$ cat config.mk
export PLATFORM = sky130hd
export DESIGN_NAME = fpmx_cracker
export DESIGN_NICKNAME = d
export VERILOG_FILES = /design/src/rtl/fpmx_pkg.sv /design/src/rtl/fpmx_decode.sv /design/src/rtl/fpmx_seq.sv /design/src/rtl/fpmx_uop_fmt.sv /design/src/rtl/fpmx_cracker.sv
export SDC_FILE = /design/constraint.sdc
export NUM_CORES = 1
export LEC_CHECK = 0
export ABC_AREA = 1
export BUFFER_PORTS_ARGS = -buffer_cell sky130_fd_sc_hd__buf_2
export CAP_MARGIN = 20
export CORE_UTILIZATION = 45
export CTS_CLUSTER_SIZE = 40
export DETAILED_ROUTE_END_ITERATION = 8
export GPL_ROUTABILITY_DRIVEN = 0
export HOLD_SLACK_MARGIN = 0.08
export PLACE_DENSITY = 0.86
export SLEW_MARGIN = 20
export SYNTH_ARGS = -nofsm -noshare
export SYNTH_HDL_FRONTEND = slang
export SYNTH_SLANG_ARGS = --single-unit
$ cat constraint.sdc
create_clock -name clk_i -period 1.61 [get_ports clk_i]
set_input_delay 0.0805 -clock clk_i [delete_from_list [all_inputs] [get_ports clk_i]]
set_output_delay 0.0805 -clock clk_i [all_outputs]
set_load 0.02 [all_outputs]
$ cat src/rtl/fpmx_pkg.sv
package fpmx_pkg;
  localparam int unsigned INST_W       = 32;
  localparam int unsigned REG_W        = 3;
  localparam int unsigned RN_W         = 4;
  localparam int unsigned COND_W       = 4;
  localparam int unsigned IMM_W        = 8;
  localparam int unsigned DISP_SHIFT   = 2;
  localparam int unsigned DISP_W       = IMM_W + DISP_SHIFT;
  localparam int unsigned UOPS_PER_REG = 3;
  localparam int unsigned MAX_REGS     = 4;
  localparam int unsigned GRP_W        = $clog2(MAX_REGS);
  localparam int unsigned SLOT_W       = $clog2(UOPS_PER_REG);
  localparam int unsigned CNT_W        = $clog2(MAX_REGS + 1);

  // instruction field positions
  localparam int unsigned B_PRE   = 24;
  localparam int unsigned B_UP    = 23;
  localparam int unsigned B_CNTHI = 22;
  localparam int unsigned B_WB    = 21;
  localparam int unsigned B_LOAD  = 20;
  localparam int unsigned B_RN    = 16;
  localparam int unsigned B_CNTLO = 15;
  localparam int unsigned B_FIRST = 12;
  localparam int unsigned B_COND  = 28;

  localparam logic [INST_W-1:0] WB_OPC = 32'h0240_0000;

  typedef struct packed {
    logic [COND_W-1:0] cond;
    logic              pre;
    logic              up;
    logic              wb;
    logic              load;
    logic [RN_W-1:0]   rn;
    logic [REG_W-1:0]  first;
    logic [CNT_W-1:0]  count;
    logic [DISP_W-1:0] disp;
  } xfer_t;

  typedef enum logic [1:0] {
    ST_IDLE = 2'd0,
    ST_XFER = 2'd1,
    ST_WB   = 2'd2
  } st_e;
endpackage

$ cat src/rtl/fpmx_decode.sv
module fpmx_decode
  import fpmx_pkg::*;
(
  input  logic [INST_W-1:0] inst_i,
  output xfer_t             fields_o
);
  logic [1:0] cnt_raw;

  assign cnt_raw = {inst_i[B_CNTHI], inst_i[B_CNTLO]};

  always_comb begin
    fields_o       = '0;
    fields_o.cond  = inst_i[B_COND +: COND_W];
    fields_o.pre   = inst_i[B_PRE];
    fields_o.up    = inst_i[B_UP];
    fields_o.wb    = inst_i[B_WB];
    fields_o.load  = inst_i[B_LOAD];
    fields_o.rn    = inst_i[B_RN +: RN_W];
    fields_o.first = inst_i[B_FIRST +: REG_W];
    // encoding zero selects the maximum count
    fields_o.count = (cnt_raw == 2'd0) ? CNT_W'(MAX_REGS) : CNT_W'(cnt_raw);
    fields_o.disp  = {inst_i[IMM_W-1:0], {DISP_SHIFT{1'b0}}};
  end
endmodule

$ cat src/rtl/fpmx_seq.sv
module fpmx_seq
  import fpmx_pkg::*;
(
  input  logic              clk_i,
  input  logic              rst_ni,
  input  logic              inst_valid_i,
  input  xfer_t             fields_i,
  input  logic              uop_ready_i,
  output logic              inst_ready_o,
  output st_e               st_o,
  output logic [GRP_W-1:0]  grp_o,
  output logic [SLOT_W-1:0] slot_o,
  output xfer_t             fields_o,
  output logic              last_o,
  output logic              done_o
);
  localparam logic [SLOT_W-1:0] LAST_SLOT = SLOT_W'(UOPS_PER_REG - 1);

  st_e               st_q;
  logic [GRP_W-1:0]  grp_q;
  logic [SLOT_W-1:0] slot_q;
  xfer_t             f_q;
  logic              done_q;
  logic              grp_end;
  logic              xfer_end;

  assign grp_end  = (slot_q == LAST_SLOT);
  assign xfer_end = grp_end && (CNT_W'(grp_q) == f_q.count - CNT_W'(1));

  always_comb begin
    unique case (st_q)
      ST_XFER: last_o = xfer_end && !f_q.wb;
      ST_WB:   last_o = 1'b1;
      default: last_o = 1'b0;
    endcase
  end

  always_ff @(posedge clk_i or negedge rst_ni) begin
    if (!rst_ni) begin
      st_q   <= ST_IDLE;
      grp_q  <= '0;
      slot_q <= '0;
      f_q    <= '0;
      done_q <= 1'b0;
    end else begin
      done_q <= 1'b0;
      unique case (st_q)
        ST_IDLE: begin
          if (inst_valid_i) begin
            f_q    <= fields_i;
            grp_q  <= '0;
            slot_q <= '0;
            st_q   <= ST_XFER;
          end
        end
        ST_XFER: begin
          if (uop_ready_i) begin
            if (grp_end) begin
              slot_q <= '0;
              if (xfer_end) begin
                if (f_q.wb) begin
                  st_q <= ST_WB;
                end else begin
                  st_q   <= ST_IDLE;
                  done_q <= 1'b1;
                end
              end else begin
                grp_q <= grp_q + GRP_W'(1);
              end
            end else begin
              slot_q <= slot_q + SLOT_W'(1);
            end
          end
        end
        ST_WB: begin
          if (uop_ready_i) begin
            st_q   <= ST_IDLE;
            done_q <= 1'b1;
          end
        end
        default: st_q <= ST_IDLE;
      endcase
    end
  end

  assign inst_ready_o = (st_q == ST_IDLE);
  assign st_o         = st_q;
  assign grp_o        = grp_q;
  assign slot_o       = slot_q;
  assign fields_o     = f_q;
  assign done_o       = done_q;
endmodule

$ cat src/rtl/fpmx_uop_fmt.sv
module fpmx_uop_fmt
  import fpmx_pkg::*;
(
  input  st_e               st_i,
  input  logic [GRP_W-1:0]  grp_i,
  input  logic [SLOT_W-1:0] slot_i,
  input  xfer_t             fields_i,
  input  logic              last_i,
  output logic              valid_o,
  output logic              wb_o,
  output logic [SLOT_W-1:0] slot_o,
  output logic [REG_W-1:0]  reg_o,
  output logic [DISP_W-1:0] offset_o,
  output logic              load_o,
  output logic              up_o,
  output logic [INST_W-1:0] word_o,
  output logic              last_o
);
  logic [INST_W-1:0] wb_word;

  always_comb begin
    wb_word = WB_OPC;
    wb_word[B_COND +: COND_W] = fields_i.cond;
    wb_word = wb_word | (INST_W'(fields_i.rn) << 16) | (INST_W'(fields_i.rn) << 12)
                      | INST_W'(fields_i.disp);
  end

  always_comb begin
    valid_o  = (st_i != ST_IDLE);
    wb_o     = (st_i == ST_WB);
    load_o   = valid_o && fields_i.load;
    up_o     = valid_o && fields_i.up;
    last_o   = last_i;
    slot_o   = '0;
    reg_o    = '0;
    offset_o = '0;
    word_o   = '0;
    if (st_i == ST_XFER) begin
      slot_o   = slot_i;
      reg_o    = fields_i.first + REG_W'(grp_i);  // wraps modulo register file size
      offset_o = fields_i.pre ? fields_i.disp : '0;
    end else if (st_i == ST_WB) begin
      offset_o = fields_i.disp;
      word_o   = wb_word;
    end
  end
endmodule

$ cat src/rtl/fpmx_cracker.sv
module fpmx_cracker
  import fpmx_pkg::*;
(
  input  logic              clk_i,
  input  logic              rst_ni,
  input  logic              inst_valid_i,
  output logic              inst_ready_o,
  input  logic [INST_W-1:0] inst_i,
  output logic              uop_valid_o,
  input  logic              uop_ready_i,
  output logic              uop_wb_o,
  output logic [SLOT_W-1:0] uop_slot_o,
  output logic [REG_W-1:0]  uop_reg_o,
  output logic [DISP_W-1:0] uop_offset_o,
  output logic              uop_load_o,
  output logic              uop_up_o,
  output logic [INST_W-1:0] uop_word_o,
  output logic              uop_last_o,
  output logic              done_o
);
  xfer_t             dec_fields;
  xfer_t             cur_fields;
  st_e               st;
  logic [GRP_W-1:0]  grp;
  logic [SLOT_W-1:0] slot;
  logic              last;

  fpmx_decode u_decode (
    .inst_i   (inst_i),
    .fields_o (dec_fields)
  );

  fpmx_seq u_seq (
    .clk_i        (clk_i),
    .rst_ni       (rst_ni),
    .inst_valid_i (inst_valid_i),
    .fields_i     (dec_fields),
    .uop_ready_i  (uop_ready_i),
    .inst_ready_o (inst_ready_o),
    .st_o         (st),
    .grp_o        (grp),
    .slot_o       (slot),
    .fields_o     (cur_fields),
    .last_o       (last),
    .done_o       (done_o)
  );

  fpmx_uop_fmt u_fmt (
    .st_i     (st),
    .grp_i    (grp),
    .slot_i   (slot),
    .fields_i (cur_fields),
    .last_i   (last),
    .valid_o  (uop_valid_o),
    .wb_o     (uop_wb_o),
    .slot_o   (uop_slot_o),
    .reg_o    (uop_reg_o),
    .offset_o (uop_offset_o),
    .load_o   (uop_load_o),
    .up_o     (uop_up_o),
    .word_o   (uop_word_o),
    .last_o   (uop_last_o)
  );
endmodule

---- Word level (Yosys, flattened, before mapping) ----
Index checks and enable logic that the tools add are counted.
W data, S select, Z words.
operators by class
  add/sub/neg operators ................... 4
  eq/ne operators ......................... 10
  multiplexer cells ....................... 30
  bitwise logic cells ..................... 3
  reductions and logical operators ........ 13
operator list
  kind                   number
  $mux W32               2
  $or A32 B10 Y32        1
  $or A32 B16 Y32        1
  $or A32 B20 Y32        1
  $mux W10               3
  $mux W2                13
  $ne A2 B2 Y1 const B   6
  $reduce_and A5 Y1      2
  $pmux W2 S2            2
  $mux W3                2
  $pmux W2 S3            1
  $mux W1                5
  $add A2 B1 Y2 const B  2
  $eq A2 B2 Y1 const B   2
  $logic_and A1 B1 Y1    4
  $logic_not A2 Y1       2
  $pmux W1 S2            2
  $reduce_bool A2 Y1     2
  $add A3 B2 Y3          1
  $eq A2 B3 Y1           1
  $reduce_and A3 Y1      1
  $sub A3 B1 Y3 const B  1
  $eq A2 B1 Y1 const B   1
  $reduce_and A2 Y1      1
  $logic_not A1 Y1       1
storage, ports and cells
  register bits after elaboration ......... 33
  bits of input ports ..................... 36
  output and inout port bits .............. 54
  word-level logic and storage cells ...... 73

---- Longest topological paths before layout ----
  depth in word-level cells ............... 7
  gate-level depth with buffers ........... 11

---- Cells and area by module ----
Synthesis repeated with hierarchy kept, for this count alone.
unflattened totals
  cells, all modules ...................... 291
  area, all modules ....................... 2453.6 µm²
by module, submodules not included
  module        times used  cells each  area an instance (µm²)  sequential area each (µm²)
  fpmx_seq      1           140         1681.6                  875.8
  fpmx_uop_fmt  1           122         569.3                   0.0
  fpmx_decode   1           29          202.7                   0.0

---- Worst setup path after synthesis ----
OpenSTA, ideal clock, no wires.
  path type ............................... register to output
  start point ............................. reg u_seq.st_q[0], in the netlist u_seq.st_o[0]
  end point ............................... out uop_word_o[2]
  arrival ................................. 1635 ps
  path slack .............................. -105 ps
  cell stages (with the launch flop) ...... 8
  buffers on the path ..................... 1
  cell sequence ........................... dfrtp_1 > inv_1 > ha_1 > buf_2 > inv_1 > nor2_1 > inv_1 > nor2_1
between the ends
  longest elaborated chain between the ends .. 3
  elaborated cells on any way between the ends .. 4
  classes of those cells .................. 2 x eq/ne; 2 x mux
RTL lines
  element                   RTL line            RTL
  start: declaration        fpmx_seq.sv:19      st_e st_q;
  start signal: assignment  fpmx_seq.sv:40      st_q <= ST_IDLE;
  start signal: assignment  fpmx_seq.sv:53      st_q <= ST_XFER;
  start signal: assignment  fpmx_seq.sv:62      st_q <= ST_WB;
  $eq A2 B2 Y1              -
  named net uop_wb_o        fpmx_cracker.sv:11  output logic uop_wb_o,
  $mux W32                  fpmx_uop_fmt.sv:42  end else if (st_i == ST_WB) begin
  $mux W32                  fpmx_uop_fmt.sv:38  if (st_i == ST_XFER) begin
  end: declaration          fpmx_cracker.sv:17  output logic [INST_W-1:0] uop_word_o,
The timed path passes the listed nets, and every way through them passes these cells.

---- Worst setup path in the final report ----
  start point ............................. reg u_seq.f_q, in the netlist u_seq.fields_o[10]
  end point ............................... out uop_last_o
between the ends
  longest elaborated chain between the ends .. 5
RTL lines
  element                   RTL line            RTL
  start: declaration        fpmx_seq.sv:22      xfer_t f_q;
  start signal: assignment  fpmx_seq.sv:50      f_q <= fields_i;
  $sub A3 B1 Y3             fpmx_seq.sv:28      assign xfer_end = grp_end && (CNT_W'(grp_q) == f_q.count - CNT_W'(1));
  $eq A2 B3 Y1              fpmx_seq.sv:28
  $logic_and A1 B1 Y1       fpmx_seq.sv:28
  $logic_and A1 B1 Y1       fpmx_seq.sv:32      ST_XFER: last_o = xfer_end && !f_q.wb;
  $pmux W1 S2               fpmx_seq.sv:31      unique case (st_q)
  end: declaration          fpmx_cracker.sv:18  output logic uop_last_o,
Every way passes these cells.

==> summary.txt <==
Run status
  • Outcome: finished, violations left
  • Failing checks: negative setup slack

Power
  • PwrDens: 1700 nW/µm²
  • Worst vdd ir: approximately 0.0011 V
  • Leak: between 1.5 and 2 nW
  • Power, Total: ~0.005 W

Synth
  • Xor-xnor portion of the synthesized cell area: 0.00913
  • Async S/R FF share, synth: 1.00
  • Adder-Cell Fraction of Synth Area: 0.0431
  • Post-synth EDFFs: 0
  • Mean Syn Cell Area: roughly 7.6 µm²
  • Synth warn: 0
  • Synth Instances: ~250
  • Post-synthesis sequential element count: 33
  • Ys flop type: dfrtp_1
  • Post-synth design cell area: around 1900 µm²
  • Sequential share of the synthesized area: 0.431
  • Post-synthesis compound-gate area fraction: 0.0672
  • Post-synthesis cell type count: 25
  • Main combinational cell family by area after synthesis: simple AND/OR/NAND/NOR gates
  • Synth Area in Simple Gates: 0.284
  • Mux cell area share after synthesis: 0

Timing
  • Min cycle time layout: roughly 1.8 ns
  • Fin. Hold Viols: 0
  • Final setup fails: 30
  • Slew Viols, Final: 0
  • RSZ-0062 raised after global routing: yes
  • Fmax: about 0.56 GHz
  • Fin worst setup slack: -0.170 ns
  • Final period utilization: 1.11
  • Max Clock Skew: roughly 0.0066 ns

Critical path
  • Crit Path Max Fanout: 2
  • CP arrival: 1.70 ns
  • Slowest library cell on the worst path: dfrtp_1
  • Critical path launch point type: flop
  • Worst EP required: between 1.5 and 2 ns
  • CP Cell Sequence: inv_2 -> ha_4 -> inv_2 -> nand2_2 -> nand2_2 -> nor2_4 -> nand4_1 -> nand2_1 -> nand2_2 -> inv_2 -> buf_6
  • Critical path's largest stage delay: 0.37 ns
  • Crit. End Element: primary output
  • Critical setup path kind: flop to primary output

Clocking
  • Skew-Pair Late Insertion Delay: between 0.2 and 0.3 ns
  • Reg clk slew, reported paths: about 0.060 ns
  • CTS Buf Count: 5
  • Clock Tree Buf Depth: 2
  • Clock sinks: 33
  • Root Buffer: clkbuf_8
  • CTS tree: built
  • Htree depth: 2

Placement
  • Dpl ws: 0.0233 ns
  • Port buffer count: 70
  • Placed inst area: approximately 2300 µm²
  • Cells after DPL: between 300 and 400
  • Post-DP HPWL: 3.00 mm

Layout
  • Layout Nets: ~400
  • Share of layout cells above drive strength 1: 0.428
  • ANT cells: 0
  • Area growth, synth to finish: 51.7%
  • Final Core Density: 0.717
  • Final Cell Area: 2910 µm²
  • # fillers: 258
  • Final cell count without fillers: approximately 400

Global route
  • First-pass GRT wire length: approximately 8.1 mm
  • Initial antenna violation count: 0
  • GRT Total Usage: 0.239
  • Overflow after GRT: 0
  • Vias in the first global route: approximately 1,900
  • Largest net degree at the start of global routing: 38

Detailed routing
  • Via count: between 1,500 and 2,000
  • Iteration-0 DRC Markers: between 90 and 100
  • Post-route ant nets: 0
  • DRC: 0
  • Pre-Repair DR Iteration Count: 4
  • Vias per cell: 4.82
  • Drt wl/cell: about 14 µm
  • Detailed Route WL: 5.58 mm

Flow run
  • Maxcap violations: 0

Floorplanning
  • Die Area: roughly 4500 µm²
  • Core ar.: a little over 4000 µm²
  • Die Width: 67.3 µm
  • Ports: 90
  • Initial Util: 0.473
  • # rows: 23
  • Die Height: approximately 67 µm

Hold path
  • Hold Path Class: input pin to flop
## metrics by stage
step | hold WS (ns) | TNS, ns
after floorplan | -0.215 | -0.120
after global placement | 0.130 | 0
after detailed placement | 0.130 | 0
after CTS | 0.0822 | -0.343
after global routing | 0.0902 | -3.10
final | 0.0848 | -0.810
## critical path, delay by kind of cell, from the launching register on
family	cells	cell delay [ns]
adder cells (fa/ha/maj)	1	0.27
buffers and inverters	4	0.26
flip-flops	1	0.37
AND/OR/NAND/NOR	6	0.52
## repair_timing
item,in CTS,in global routing
buffers inserted,7,4
resized for setup,39,31
setup endpoints to repair,28,49
pin swaps,11,12
gates cloned,0,1
endpoints found under the hold margin,58,0
hold buffers,25,0
## synth_stat cells, types with 3 or more instances
cell / instances / area [µm²]
dfrtp_1: 33 / 826
o21ai_0: 14 / 70.1
buf_2: 3 / 15.0
nand2_2: 4 / 25.0
inv_1: 30 / 113
nand2_1: 84 / 315
nor2_1: 32 / 120
nand3_1: 4 / 20.0
inv_2: 5 / 18.8
buf_4: 21 / 158
ha_1: 5 / 62.6
## report_power, final
part	switching (W)	internal (W)	leakage, nW
clock network	0.000297	0.000284	0.0399
registers	0.000252	0.00122	0.411
logic	0.00172	0.00117	1.15
total	0.00227	0.00267	1.60
## cells by family after synthesis
| group | count (synthesis) |
|---|---|
| fa+ha+maj | 6 |
| flops | 33 |
| compound gates | 21 |
| buf+inv | 61 |
| other cells | 1 |
| xor+xnor | 2 |
| simple gates | 130 |
## registers in the layout (all words and copies together) (netlist names)
| name | flops |
|---|---|
| u_seq.fields_o | 26 |
| u_seq.done_o | 1 |
| u_seq.grp_o | 2 |
| u_seq.st_o | 2 |
| u_seq.slot_o | 2 |
## cell usage in the layout, fill, tap and decap left out, types with 5 or more instances in the layout
master	synthesis	layout
nand2_2	4	11
o21ai_0	14	13
dlygate4sd3_1	0	25
conb_1	1	12
buf_2	3	58
nor2_1	32	20
buf_6	0	8
nor2_2	0	11
buf_4	21	21
inv_1	30	18
dfrtp_1	33	32
clkbuf_8	0	5
inv_2	5	15
nand2_1	84	73
## worst paths after layout
| path | depth (start not counted) | end | start | slack, ns |
|---|---|---|---|---|
| worst max-delay path | 11 | uop_last_o | u_seq.fields_o[10]$_DFFE_PN0P_ | -0.17 |
| worst max register to register | 12 | u_seq.grp_o[0]$_DFFE_PN0P_ | u_seq.fields_o[10]$_DFFE_PN0P_ | -0.03 |
| min in group asynchronous | 3 | u_seq.fields_o[20]$_DFFE_PN0P_ | rst_ni | 0.36 |
| worst min register to register | 2 | u_seq.fields_o[27]$_DFFE_PN0P_ | u_seq.fields_o[27]$_DFFE_PN0P_ | 0.48 |
| worst min-delay path | 4 | u_seq.fields_o[12]$_DFFE_PN0P_ | inst_i[22] | 0.08 |
| max in group asynchronous | 3 | u_seq.st_o[0]$_DFFE_PN0P_ | rst_ni | 0.92 |
## per-layer routing
| layer | track usage | routed length, µm | up-vias |
|---|---|---|---|
| met1 | 0.271 | 2200 | 921 |
| met5 | 0 | 0 | - |
| met4 | 0.0824 | 199 | 0 |
| met3 | 0.0507 | 299 | 24 |
| met2 | 0.438 | 2880 | 89 |
| li1 | - | - | 941 |
## cell type report
type	instances	area [µm²]	share of cell area
inverters	36	150	0.0516
repair buffers	114	828	0.285
well taps	50	62.6	0.0215
flip-flops and latches	33	827	0.284
clock inverters	1	5.00	0.00172
clock buffers	5	68.8	0.0237
multi-input cells	171	967	0.332
Power figures use the tool's default switching activity.
